### config.mk
export PLATFORM = sky130hd
export DESIGN_NAME = tz_adv_strobe
export DESIGN_NICKNAME = d
export VERILOG_FILES = /design/src/rtl/tza_pkg.sv /design/src/rtl/tza_adv_decode.sv /design/src/rtl/tza_sync_fsm.sv /design/src/rtl/tza_pos_map.sv /design/src/rtl/tz_adv_strobe.sv
export SDC_FILE = /design/constraint.sdc
export NUM_CORES = 1
export LEC_CHECK = 0
export CAP_MARGIN = 10
export CORE_MARGIN = 2
export CORE_UTILIZATION = 50
export DETAILED_ROUTE_END_ITERATION = 16
export HOLD_SLACK_MARGIN = 0.06
export PLACE_DENSITY = 0.68
export SETUP_SLACK_MARGIN = 0.3
export SYNTH_ARGS = -nofsm -noshare
export SYNTH_HDL_FRONTEND = slang
export SYNTH_SLANG_ARGS = --single-unit
### constraint.sdc
create_clock -name clk -period 20.5 [get_ports clk]
set_input_delay 4.1 -clock clk [delete_from_list [all_inputs] [get_ports clk]]
set_output_delay 4.1 -clock clk [all_outputs]
set_load 0.01 [all_outputs]
### src/rtl/tza_pkg.sv
`timescale 1ns/1ps
package tza_pkg;
    localparam int CH_W   = 8;
    localparam int BOFS_W = 3;
    localparam int ADV_W  = 3;
    localparam int CNT_W  = CH_W + BOFS_W + 1;
    localparam int FRM_W  = CNT_W + 1;
    localparam int BASE_CH_LOG = 5;

    typedef enum logic {
        ST_WAIT_FP = 1'b0,
        ST_RUN     = 1'b1
    } sync_state_e;

    // log2 of ticks per data bit
    function automatic int tick_shift(input logic [1:0] rate);
        return (rate == 2'd3) ? 1 : 2;
    endfunction

    function automatic logic [CH_W-1:0] chan_mask(input logic [1:0] rate);
        logic [CH_W-1:0] m;
        m = CH_W'((1 << (BASE_CH_LOG + int'(rate))) - 1);
        return m;
    endfunction

    function automatic logic [FRM_W-1:0] frame_ticks(input logic [1:0] rate);
        int sh;
        sh = BASE_CH_LOG + int'(rate) + BOFS_W + tick_shift(rate);
        return FRM_W'(1 << sh);
    endfunction
endpackage

### src/rtl/tza_adv_decode.sv
`timescale 1ns/1ps
module tza_adv_decode #(
    parameter int ADV_W = tza_pkg::ADV_W
) (
    input  logic [ADV_W-1:0] code,
    input  logic [1:0]       rate,
    output logic [2:0]       adv_ticks
);
    localparam logic [ADV_W-1:0] FULL_BIT = ADV_W'(4);
    localparam logic [ADV_W-1:0] HALF_BIT = ADV_W'(2);

    always_comb begin
        adv_ticks = 3'd0;
        if (rate == 2'd3) begin
            // half-bit steps only
            if (code == HALF_BIT)      adv_ticks = 3'd1;
            else if (code == FULL_BIT) adv_ticks = 3'd2;
        end else if (code <= FULL_BIT) begin
            adv_ticks = 3'(code);
        end
    end
endmodule

### src/rtl/tza_sync_fsm.sv
`timescale 1ns/1ps
module tza_sync_fsm #(
    parameter int CNT_W = tza_pkg::CNT_W
) (
    input  logic             clk,
    input  logic             rst_n,
    input  logic             fp_i,
    input  logic [1:0]       rate_i,
    output logic             running,
    output logic             run_nx,
    output logic [1:0]       rate_q,
    output logic [CNT_W-1:0] frm_cnt,
    output logic [CNT_W-1:0] cnt_nx
);
    import tza_pkg::*;

    localparam int FRM_W_L = CNT_W + 1;

    sync_state_e state, state_nx;
    logic [FRM_W_L-1:0] cnt_inc;

    // state register
    always_ff @(posedge clk) begin
        if (!rst_n) begin
            state   <= ST_WAIT_FP;
            frm_cnt <= '0;
            rate_q  <= 2'd0;
        end else begin
            state   <= state_nx;
            frm_cnt <= cnt_nx;
            rate_q  <= rate_i;
        end
    end

    // transitions: T_SYNC, T_RESYNC, T_DROP
    always_comb begin
        state_nx = state;
        unique case (state)
            ST_WAIT_FP: if (fp_i) state_nx = ST_RUN;            // T_SYNC
            ST_RUN:     if (rate_i != rate_q) state_nx = ST_WAIT_FP; // T_DROP
        endcase
    end

    // outputs and frame position
    always_comb begin
        running = (state == ST_RUN);
        run_nx  = (state_nx == ST_RUN);
        cnt_inc = FRM_W_L'(frm_cnt) + FRM_W_L'(1);
        if (fp_i) begin
            cnt_nx = '0;                                          // T_SYNC / T_RESYNC
        end else if (state == ST_RUN) begin
            cnt_nx = (cnt_inc >= FRM_W_L'(frame_ticks(rate_i))) ? '0 : CNT_W'(cnt_inc);
        end else begin
            cnt_nx = frm_cnt;
        end
    end
endmodule

### src/rtl/tza_pos_map.sv
`timescale 1ns/1ps
module tza_pos_map #(
    parameter int CNT_W  = tza_pkg::CNT_W,
    parameter int CH_W   = tza_pkg::CH_W,
    parameter int BOFS_W = tza_pkg::BOFS_W
) (
    input  logic [CNT_W-1:0]  fnext,
    input  logic [1:0]        rate,
    input  logic [CH_W-1:0]   chan_dly,
    input  logic [BOFS_W-1:0] bit_ofs,
    input  logic [2:0]        adv,
    output logic [CH_W-1:0]   look_ch
);
    import tza_pkg::*;

    localparam int W = CNT_W + 1;

    logic [W-1:0] frm_len, off_bits, off_t, fn_w, pos, la;

    always_comb begin
        frm_len  = W'(frame_ticks(rate));
        off_bits = W'({chan_dly & chan_mask(rate), bit_ofs});
        off_t    = off_bits << tick_shift(rate);
        fn_w     = W'(fnext);
        // stream position of the coming tick
        if (fn_w >= off_t) pos = fn_w - off_t;
        else               pos = fn_w + frm_len - off_t;
        // look ahead by the advancement, wrapping into the next frame
        la = pos + W'(adv);
        if (la >= frm_len) la = la - frm_len;
        look_ch = CH_W'(la >> (tick_shift(rate) + BOFS_W));
    end
endmodule

### src/rtl/tz_adv_strobe.sv
`timescale 1ns/1ps
module tz_adv_strobe #(
    parameter int CH_W   = tza_pkg::CH_W,
    parameter int BOFS_W = tza_pkg::BOFS_W,
    parameter int ADV_W  = tza_pkg::ADV_W
) (
    input  logic              clk,
    input  logic              rst_n,
    input  logic              fp_i,
    input  logic [1:0]        rate_i,
    input  logic [CH_W-1:0]   chan_dly_i,
    input  logic [BOFS_W-1:0] bit_ofs_i,
    input  logic [ADV_W-1:0]  adv_code_i,
    output logic [CH_W-1:0]   look_ch_o,
    input  logic              look_hiz_i,
    output logic              oe_o
);
    localparam int CNT_W = CH_W + BOFS_W + 1;

    logic             running, run_nx;
    logic [1:0]       rate_q;
    logic [CNT_W-1:0] frm_cnt, cnt_nx;
    logic [2:0]       adv_ticks;

    tza_sync_fsm #(.CNT_W(CNT_W)) u_fsm (
        .clk(clk), .rst_n(rst_n), .fp_i(fp_i), .rate_i(rate_i),
        .running(running), .run_nx(run_nx), .rate_q(rate_q),
        .frm_cnt(frm_cnt), .cnt_nx(cnt_nx)
    );

    tza_adv_decode #(.ADV_W(ADV_W)) u_adv (
        .code(adv_code_i), .rate(rate_i), .adv_ticks(adv_ticks)
    );

    tza_pos_map #(.CNT_W(CNT_W), .CH_W(CH_W), .BOFS_W(BOFS_W)) u_map (
        .fnext(cnt_nx), .rate(rate_i), .chan_dly(chan_dly_i),
        .bit_ofs(bit_ofs_i), .adv(adv_ticks), .look_ch(look_ch_o)
    );

    always_ff @(posedge clk) begin
        if (!rst_n) oe_o <= 1'b0;
        else        oe_o <= run_nx & ~look_hiz_i;
    end
endmodule

==> results of run 1 <==
worst reg2reg max path, stage by stage (launching register included):
cell      delay (ns)
dfxtp_1         0.44
ha_1            0.30
inv_1           0.11
nor2_1          0.16
and3_1          0.32
xor2_1          0.29
ha_1            0.30
a21o_1          0.18
a21o_1          0.17
a21o_1          0.18
a211oi_1        0.26
a221o_1         0.18
a21oi_1         0.15
or2_2           0.45
nor3b_1         0.23
a21o_1          0.10
what timing repair did:
item / 4_1_cts / 5_1_grt
resized for setup: 0 / 1
endpoints found under the hold margin: 0 / 0
buffers inserted: 0 / 0
setup endpoints to repair: 0 / 3
layer usage:
metal | share of wire, % | wire length, um
met5 | 0 | 0
met4 | 0.96 | 114
met3 | 4.7 | 559
met2 | 45 | 5360
met1 | 49 | 5900
area by class of cell:
cell class / instances / area, um2 / area share, %
sequential: 16 / 320 / 6.56
tap: 108 / 135 / 2.77
timing repair buffer: 31 / 303 / 6.20
clock buffer: 4 / 55.1 / 1.13
inverter: 49 / 184 / 3.77
multi-input combinational: 529 / 3880 / 79.6
cells by family after synthesis:
group,Yosys count
other cells,2
buf+inv,76
flops,16
compound gates,171
mux,19
simple gates,208
fa+ha+maj,70
xor+xnor,42
worst max-delay path by stage:
stage / from / slack (ns) / to
global placement: rate_i[1] / 1.52 / look_ch_o[2]
detailed placement: rate_i[1] / 1.19 / look_ch_o[2]
finish: rate_i[1] / 1.27 / look_ch_o[2]
CTS: rate_i[1] / 1.19 / look_ch_o[2]
global route: rate_i[1] / 0.44 / look_ch_o[6]
floorplan: rate_i[1] / 3.28 / look_ch_o[6]
state kept, by name, summed over array words and instances (netlist names):
signal	cells
oe_o	1
u_fsm.frm_cnt	12
u_fsm.rate_q	2
u_fsm.running	1
metrics by stage:
stage | setup slack, ns | power [W]
after floorplan | 3.28 | 0.000206
after global placement | 1.52 | 0.000268
after detailed placement | 1.19 | 0.000274
after CTS | 1.19 | 0.000305
after global routing | 0.437 | 0.000336
final | 1.27 | 0.000306
cell usage after synthesis (all sizes together), types with 6 or more instances:
master	instances
a211oi	9
a21o	19
a21oi	37
a31oi	8
and2	11
and3	12
buf	6
clkbuf	21
dfxtp	16
fa	14
ha	56
inv	49
mux2	7
mux2i	12
nand2	62
nand2b	7
nand3	15
nor2	39
nor2b	7
nor3	17
o21a	7
o21ai	27
o21bai	6
or2	10
xnor2	27
xor2	15
power by group through the flow:
stage | clock network (W) | registers, W | logic, W
floorplan | 0 | 0.0000327 | 0.000173
global placement | 0 | 0.0000329 | 0.000235
detailed placement | 0 | 0.0000329 | 0.000241
CTS | 0.0000301 | 0.0000322 | 0.000242
global route | 0.0000316 | 0.0000322 | 0.000272
finish | 0.0000298 | 0.0000322 | 0.000244
placed cells by master, fill, tap and decap left out, drive strengths merged, types with 8 or more instances in the layout:
cell type,netlist,layout
a31oi,8,8
o21ai,27,27
inv,49,49
or2,10,10
a21oi,37,37
a21o,19,19
a211oi,9,9
and2,11,11
clkdlybuf4s50,0,28
ha,56,56
xor2,15,15
and3,12,12
nor2,39,39
xnor2,27,27
fa,14,14
mux2i,12,12
conb,2,19
nand2,62,62
nand3,15,15
nor3,17,17
dfxtp,16,16
==> results.txt, run 1 <==
Synth Area in XOR/XNOR = 8.29%
busiest grt layer = met2
peak supply drop = 40.6 uV
Reg2Reg Launch Point = u_fsm.frm_cnt[0]
Buffers on Ports = 28
Clock Power Share = 9.7%
WL final = 11.9 mm
slew margin rel. = 50.6%
Routed Antenna Nets = 0
mux share of post-synthesis cell area = 4.57%
gr ovfl total = 0
nets@finish = 720
placed cell count = 733
RSZ-0062 raised after global routing = false
final non-filler cell total = 737
CTS root buf = clkbuf_8
Filler cells = 866
Hold Path Stages = 1
cells after synthesis = 604
Cell Area, Synth = 0.00444 mm2
count of cell types in the netlist = 72
initial antenna violation count = 0
EDFF count, synth = 0
worst-case clock buffer depth = 2
CP max FO = 24
Synth Register Bits = 16
share of layout cells above drive strength 1 = 5.72%
leakage power = 2.32 nW
latest clock arrival within the worst-skew pair = 0.26 ns
synth-to-layout area growth = 10.0%
io pins = 29
Final Skew = 0.00581 ns
die area = 0.00964 mm2
share of total power in combinational logic = 79.8%
Critical Path Source Type = input port
min-delay src = u_fsm.frm_cnt[11]
Buf/Inv on CP = 6
Largest stage delay, worst path = 0.65 ns
die width = 98.2 um
worst-margin pin slew = 0.730 ns
Core ar. = 0.00868 mm2
clk sinks = 16
Placed Area = 0.00482 mm2
post-route minimum period = 19.23 ns
n_diodes = 0
Max Slew Vio Count = 0
per-cell routed wire length = 16.2 um
hpwl dp = 9.95 mm
register area share after synthesis = 7.22%
Worst path depth = 42
Hold Path End = u_fsm.frm_cnt[11]
CTS tree = done
Vias = 4389
first-pass GRT wire length = 20.0 mm
adder-cell share of the synthesized area = 22.1%
GRT Util Overall = 25.1%
Synth area leaders = ha_1, dfxtp_1, fa_1
Hold Crit Class = reg2reg
switching part of the total power = 46.7%
switching power = 0.000143 W
Die H = 98.2 um
Final Setup Violations = 0
First-pass DRT Iterations = 4
CTS Buf Count = 3
number of global-route vias before repair = 4219
Crit. End Element = output pin
Placer Congestion = 0.925
design area = 0.00488 mm2
Synth Area in Simple Gates = 23.9%
Core Rows = 34
WS Path Type = in2out
htree depth = 1
hold_buf cts = 0
Synth Area in Compound Gates = 27.0%
period utilization = 93.8%
YS warnings = 0
Peak Freq = 52.0 MHz
reg2reg end = u_fsm.frm_cnt[6]
M3 GR Usage = 3.36%
final hold violations = 0
Initial Util = 51.1%
P per Cell Area = 62.7 mW/mm2
Seq pwr share = 10.5%
R2R Setup Slk = 16.62 ns
outcome = finished clean
DR iter-0 viols = 210
Crit-path slowest cell = clkdlybuf4s50_1
Yosys top cell area share = 15.8%
CP arrival = 15.13 ns
main flop type after synthesis = dfxtp_1
Int Pwr = 0.000163 W
CP top delay family = compound AO/OA/AOI/OAI gates
cell taking the most area after synthesis = ha_1
largest net degree at the start of global routing = 25
Synth async-reset ratio = 0%
Crit path required time = 16.40 ns
DRC viols = 0
R2R cell count = 15
CTS clk-pin slew, worst paths = 0.07 ns
max-cap violations = 0
met1 usage = 35.3%
largest family of logic cells by synthesized area = compound AO/OA/AOI/OAI gates
Mean Syn Cell Area = 7.35 um2
hold_ws = 0.568 ns
met2 usage = 41.6%
most used cell, CP = ha_1
via/cell ratio = 5.96
final core occ = 56.3%
total negative setup slack = 0 ns
(Power assumes the default switching activity.)
==> run 2: changes to the inputs <==
REMOVE_ABC_BUFFERS = 1   (was default)
clock period = 22.6 ns   (was 20.5 ns; I/O delays follow)
==> run 2 against run 1 <==
Cell count down 0.14%. Sequential power down 9.3%. Highest routed layer unchanged. Sequential share of layout area about the same. Clock power down 13%. Combinational power down 8%.
==> results.txt, run 2 (same netlist as run 1, synthesis figures left out) <==
outcome = finished clean
first-pass GRT wire length = 20.3 mm (+1.4%)
Int Pwr = 0.000148 W (-9.1%)
hold_buf cts = 0 (unchanged)
hold_ws = 0.572 ns (+0.00399 ns)
peak supply drop = 44.0 uV (+8.4%)
n_diodes = 0 (unchanged)
per-cell routed wire length = 16.0 um (-1.2%)
Hold Crit Class = reg2reg
io pins = 29 (unchanged)
CP max FO = 24 (unchanged)
Critical Path Source Type = input port
max-cap violations = 0 (unchanged)
CTS clk-pin slew, worst paths = 0.06 ns (about the same)
GRT Util Overall = 25.3% (+0.17 points)
worst-case clock buffer depth = 2 (unchanged)
die area = 0.00964 mm2 (unchanged)
final worst setup slack = 2.11 ns (+0.834 ns)
Core ar. = 0.00868 mm2 (unchanged)
initial antenna violation count = 0 (unchanged)
CP arrival = 15.97 ns (+0.84 ns)
Filler cells = 845 (-2.4%)
post_cts resized = 0 (unchanged)
Hold Path End = u_fsm.frm_cnt[1]
Vias = 4391 (+0.046%)
share of total power in combinational logic = 80.4% (+0.6 points)
number of global-route vias before repair = 4229 (+0.24%)
CTS root buf = clkbuf_8
via/cell ratio = 5.97 (+0.18%)
nets@finish = 719 (-0.14%)
Crit path required time = 18.08 ns (+1.68 ns)
Buf/Inv on CP = 7 (+1)
hpwl dp = 9.92 mm (-0.30%)
R2R cell count = 14 (-1)
Largest Register = u_fsm.frm_cnt
Reg2Reg Launch Point = u_fsm.frm_cnt[0]
Initial Util = 51.1% (unchanged)
top flop regs = u_fsm.frm_cnt (12), u_fsm.rate_q (2)
Placer Congestion = 0.978 (+5.7%)
reg2reg end = u_fsm.frm_cnt[7]
Final Skew = 0.00239 ns (-0.00342 ns)
htree depth = 1 (unchanged)
Buffers on Ports = 28 (unchanged)
Clock Power Share = 9.2% (-0.5 points)
commonest non-fill, non-tap cell in the layout = nand2_1
Largest register FFs = 12 (unchanged)
latest clock arrival within the worst-skew pair = 0.25 ns (about the same)
Seq pwr share = 10.4% (about the same)
die width = 98.2 um (unchanged)
Hold Path Stages = 1 (unchanged)
min-delay src = u_fsm.frm_cnt[1]
period utilization = 90.7%
DRC viols = 0 (unchanged)
synth-to-layout area growth = 9.81%
clk sinks = 16 (unchanged)
worst-margin pin slew = 0.796 ns (+0.0662 ns)
most frequent cells in the layout = nand2_1, ha_1, inv_1
First-pass DRT Iterations = 4 (unchanged)
WS Path Type = in2out
total negative setup slack = 0 ns (unchanged)
Final Setup Violations = 0 (unchanged)
slew margin rel. = 46.7% (-3.8 points)
DR iter-0 viols = 217 (+3.3%)
Max Slew Vio Count = 0 (unchanged)
Routed Antenna Nets = 0 (unchanged)
WL final = 11.8 mm (-1.4%)
Core Rows = 34 (unchanged)
Crit-path slowest cell = clkdlybuf4s50_1
Largest stage delay, worst path = 0.64 ns (about the same)
share of layout cells above drive strength 1 = 5.41% (-0.31 points)
CP top delay family = compound AO/OA/AOI/OAI gates
post-route minimum period = 20.49 ns
R2R Setup Slk = 18.79 ns (+2.17 ns)
CTS Buf Count = 3 (unchanged)
RSZ-0062 raised after global routing = false
switching part of the total power = 47.1% (+0.37 points)
Peak Freq = 48.8 MHz
P per Cell Area = 57.5 mW/mm2 (-8.3%)
Die H = 98.2 um (unchanged)
final core occ = 56.1% (-0.12 points)
gr ovfl total = 0 (unchanged)
PnR Total Power = 0.000280 W (-8.5%)
post-CTS setup buffers = 0 (unchanged)
most used cell, CP = ha_1
pre-CTS setup slack = 2.24 ns (+1.05 ns)
CTS tree = done
final hold violations = 0 (unchanged)
largest net degree at the start of global routing = 25 (unchanged)
switching power = 0.000132 W (-7.8%)
leakage power = 2.31 nW (-0.19%)
Crit. End Element = output pin
-- run 2: how the worst max path moves through the flow --
stage                         endpoint  startpoint  cells after the start
after floorplan           look_ch_o[2]   rate_i[0]                     39
after CTS                 look_ch_o[6]   rate_i[1]                     43
after global placement    look_ch_o[2]   rate_i[1]                     43
after detailed placement  look_ch_o[6]   rate_i[1]                     43
final                     look_ch_o[6]   rate_i[1]                     43
after global routing      look_ch_o[6]   rate_i[1]                     42
-- run 2: metrics by stage --
step                      std cells  instance area (um2)
after global routing            736                 4870
after floorplan                 594                 4390
after detailed placement        732                 4820
after global placement          732                 4820
final                           736                 4870
after CTS                       736                 4870
-- run 2: layer usage --
layer  vias to the layer above  track usage [%]  wire length [um]
met2                       103             40.8              5180
li1                       2219                -                 -
met3                        10             2.43               545
met1                      2059             37.4              5920
met4                         0             3.90               126
met5                         -                0                 0
-- run 2: area by class of cell --
class	count	area, um2	area share [%]
tap	108	135	2.77
clock buffer	4	55.1	1.13
multi-input combinational	529	3880	79.7
inverter	49	184	3.78
sequential	16	320	6.57
timing repair buffer	30	295	6.06
-- run 2: power groups by stage --
stage	Clock, W	Combinational [W]	Sequential [W]
final	0.0000258	0.000225	0.0000292
after global routing	0.0000270	0.000251	0.0000293
after CTS	0.0000264	0.000224	0.0000292
after detailed placement	0	0.000223	0.0000298
after global placement	0	0.000221	0.0000298
after floorplan	0	0.000155	0.0000297
==> run 3: changes to the inputs <==
clock period = 20.5 ns   (was 22.6 ns; I/O delays follow)
==> run 3 against run 2 <==
Via count down 0.87%. Cell count is 0.14% higher. Worst hold slack worse by 0.0028 ns. Sequential share of layout area barely moved. Worst setup slack got worse by 0.80 ns. Register-to-register slack got worse by 2.1 ns. Sequential cell count unchanged. Utilization grew 0.22 points. Global-route usage fell by 0.62 points.
==> results.txt, run 3 (same netlist as run 1, synthesis figures left out) <==
outcome = finished clean
top flop regs = u_fsm.frm_cnt (12), u_fsm.rate_q (2)
latest clock arrival within the worst-skew pair = 0.25 ns (about the same)
Final Skew = 0.00413 ns (+0.00174 ns)
Crit path required time = 16.40 ns (-1.68 ns)
worst-case clock buffer depth = 2 (unchanged)
Seq pwr share = 10.5% (about the same)
Int Pwr = 0.000164 W (+10%)
total negative setup slack = 0 ns (unchanged)
synth-to-layout area growth = 10.2%
Hold Crit Class = reg2reg
io pins = 29 (unchanged)
clk sinks = 16 (unchanged)
initial antenna violation count = 0 (unchanged)
htree depth = 1 (unchanged)
Clock Power Share = 9.3% (about the same)
period utilization = 93.6%
First-pass DRT Iterations = 6 (+2)
switching power = 0.000144 W (+9.1%)
Crit-path slowest cell = nor2_1
CP max FO = 18 (-25%)
max-cap violations = 0 (unchanged)
WL final = 11.8 mm (+0.26%)
CTS root buf = clkbuf_8
most used cell, CP = ha_1
GRT Util Overall = 24.7% (-0.62 points)
Placer Congestion = 0.939 (-4.0%)
Core ar. = 0.00868 mm2 (unchanged)
nets@finish = 720 (+0.14%)
number of global-route vias before repair = 4086 (-3.4%)
most frequent cells in the layout = nand2_1, ha_1, inv_1
leakage power = 2.32 nW (+0.26%)
peak supply drop = 60.6 uV (+38%)
share of total power in combinational logic = 80.3% (about the same)
DRC viols = 0 (unchanged)
RSZ-0062 raised after global routing = false
slew margin rel. = 46.4% (-0.36 points)
Die H = 98.2 um (unchanged)
Vias = 4353 (-0.87%)
per-cell routed wire length = 16.0 um (+0.13%)
post-route minimum period = 19.19 ns
Crit. End Element = output pin
worst-margin pin slew = 0.802 ns (+0.00539 ns)
Initial Util = 51.1% (unchanged)
Largest register FFs = 12 (unchanged)
switching part of the total power = 46.8% (-0.30 points)
Final Setup Violations = 0 (unchanged)
commonest non-fill, non-tap cell in the layout = nand2_1
Buffers on Ports = 28 (unchanged)
WS Path Type = in2out
share of layout cells above drive strength 1 = 6.20% (+0.79 points)
CTS Buf Count = 3 (unchanged)
CTS tree = done
CP arrival = 15.09 ns (-0.88 ns)
final hold violations = 0 (unchanged)
P per Cell Area = 62.9 mW/mm2 (+9.4%)
die width = 98.2 um (unchanged)
die area = 0.00964 mm2 (unchanged)
first-pass GRT wire length = 19.8 mm (-2.7%)
largest net degree at the start of global routing = 21 (-16%)
CTS clk-pin slew, worst paths = 0.07 ns (about the same)
Critical Path Source Type = input port
Peak Freq = 52.1 MHz
Routed Antenna Nets = 0 (unchanged)
final core occ = 56.4% (+0.22 points)
DR iter-0 viols = 249 (+15%)
PnR Total Power = 0.000308 W (+9.8%)
Largest stage delay, worst path = 0.66 ns (+0.02 ns)
gr ovfl total = 0 (unchanged)
Max Slew Vio Count = 0 (unchanged)
hpwl dp = 9.86 mm (-0.64%)
Largest Register = u_fsm.frm_cnt
via/cell ratio = 5.91 (-1.0%)
n_diodes = 0 (unchanged)
Core Rows = 34 (unchanged)
-- run 3: cell count changes in the layout (fill, tap and decap cells not counted), sizes merged --
cell	previous run	this run
buf	2	3
-- run 3: power groups by stage --
stage               clock network [W]  registers, W  logic (W)
floorplan                           0     0.0000327   0.000171
CTS                         0.0000290     0.0000322   0.000246
finish                      0.0000285     0.0000322   0.000247
detailed placement                  0     0.0000329   0.000245
global route                0.0000303     0.0000322   0.000275
global placement                    0     0.0000329   0.000242
-- run 3: layout make-up --
cell class              count  area [um2]
multi-input cells         529        3890
fillers                   877        3790
flip-flops and latches     16         320
repair buffers             31         303
inverters                  49         184
well taps                 108         135
clock buffers               4        55.1
-- run 3: worst max-delay path, delay by kind of cell --
kind	cells	cell delay (ns)
buf+inv	6	1.77
simple gates	10	2.77
mux	2	0.60
compound gates	17	3.88
fa+ha+maj	6	1.95
-- run 3: final timing paths --
path / slack (ns) / endpoint / from / cells past startpoint
max: 1.31 / look_ch_o[2] / rate_i[1] / 41
min reg2reg: 0.57 / u_fsm.frm_cnt[3] / u_fsm.frm_cnt[3] / 1
max reg2reg: 16.73 / u_fsm.frm_cnt[5] / u_fsm.frm_cnt[0] / 14
min: 0.57 / u_fsm.frm_cnt[3] / u_fsm.frm_cnt[3] / 1
-- run 3: metrics by stage --
stage                     cell area, um2  hold slack [ns]  cells  worst slack (ns)
after floorplan                     4390            0.499    594              2.82
after global placement              4820            0.542    733              1.40
after detailed placement            4820            0.547    733              1.02
after CTS                           4880            0.562    737             0.995
after global routing                4890            0.595    737             0.295
final                               4890            0.569    737              1.31
-- run 3: what timing repair did --
action | in CTS | in global routing
setup endpoints to repair | 0 | 8
gates resized for setup | 0 | 4
hold buffers | 0 | 0
buffers inserted | 0 | 0
-- run 3: metal layers --
metal  vias up  global-route usage [%]  wire length (um)
li1       2212                       -                 -
met1      2011                    36.1              5900
met2       114                    40.4              5140
met3        16                    2.51               574
met4         0                    3.48               191
met5         -                       0                 0
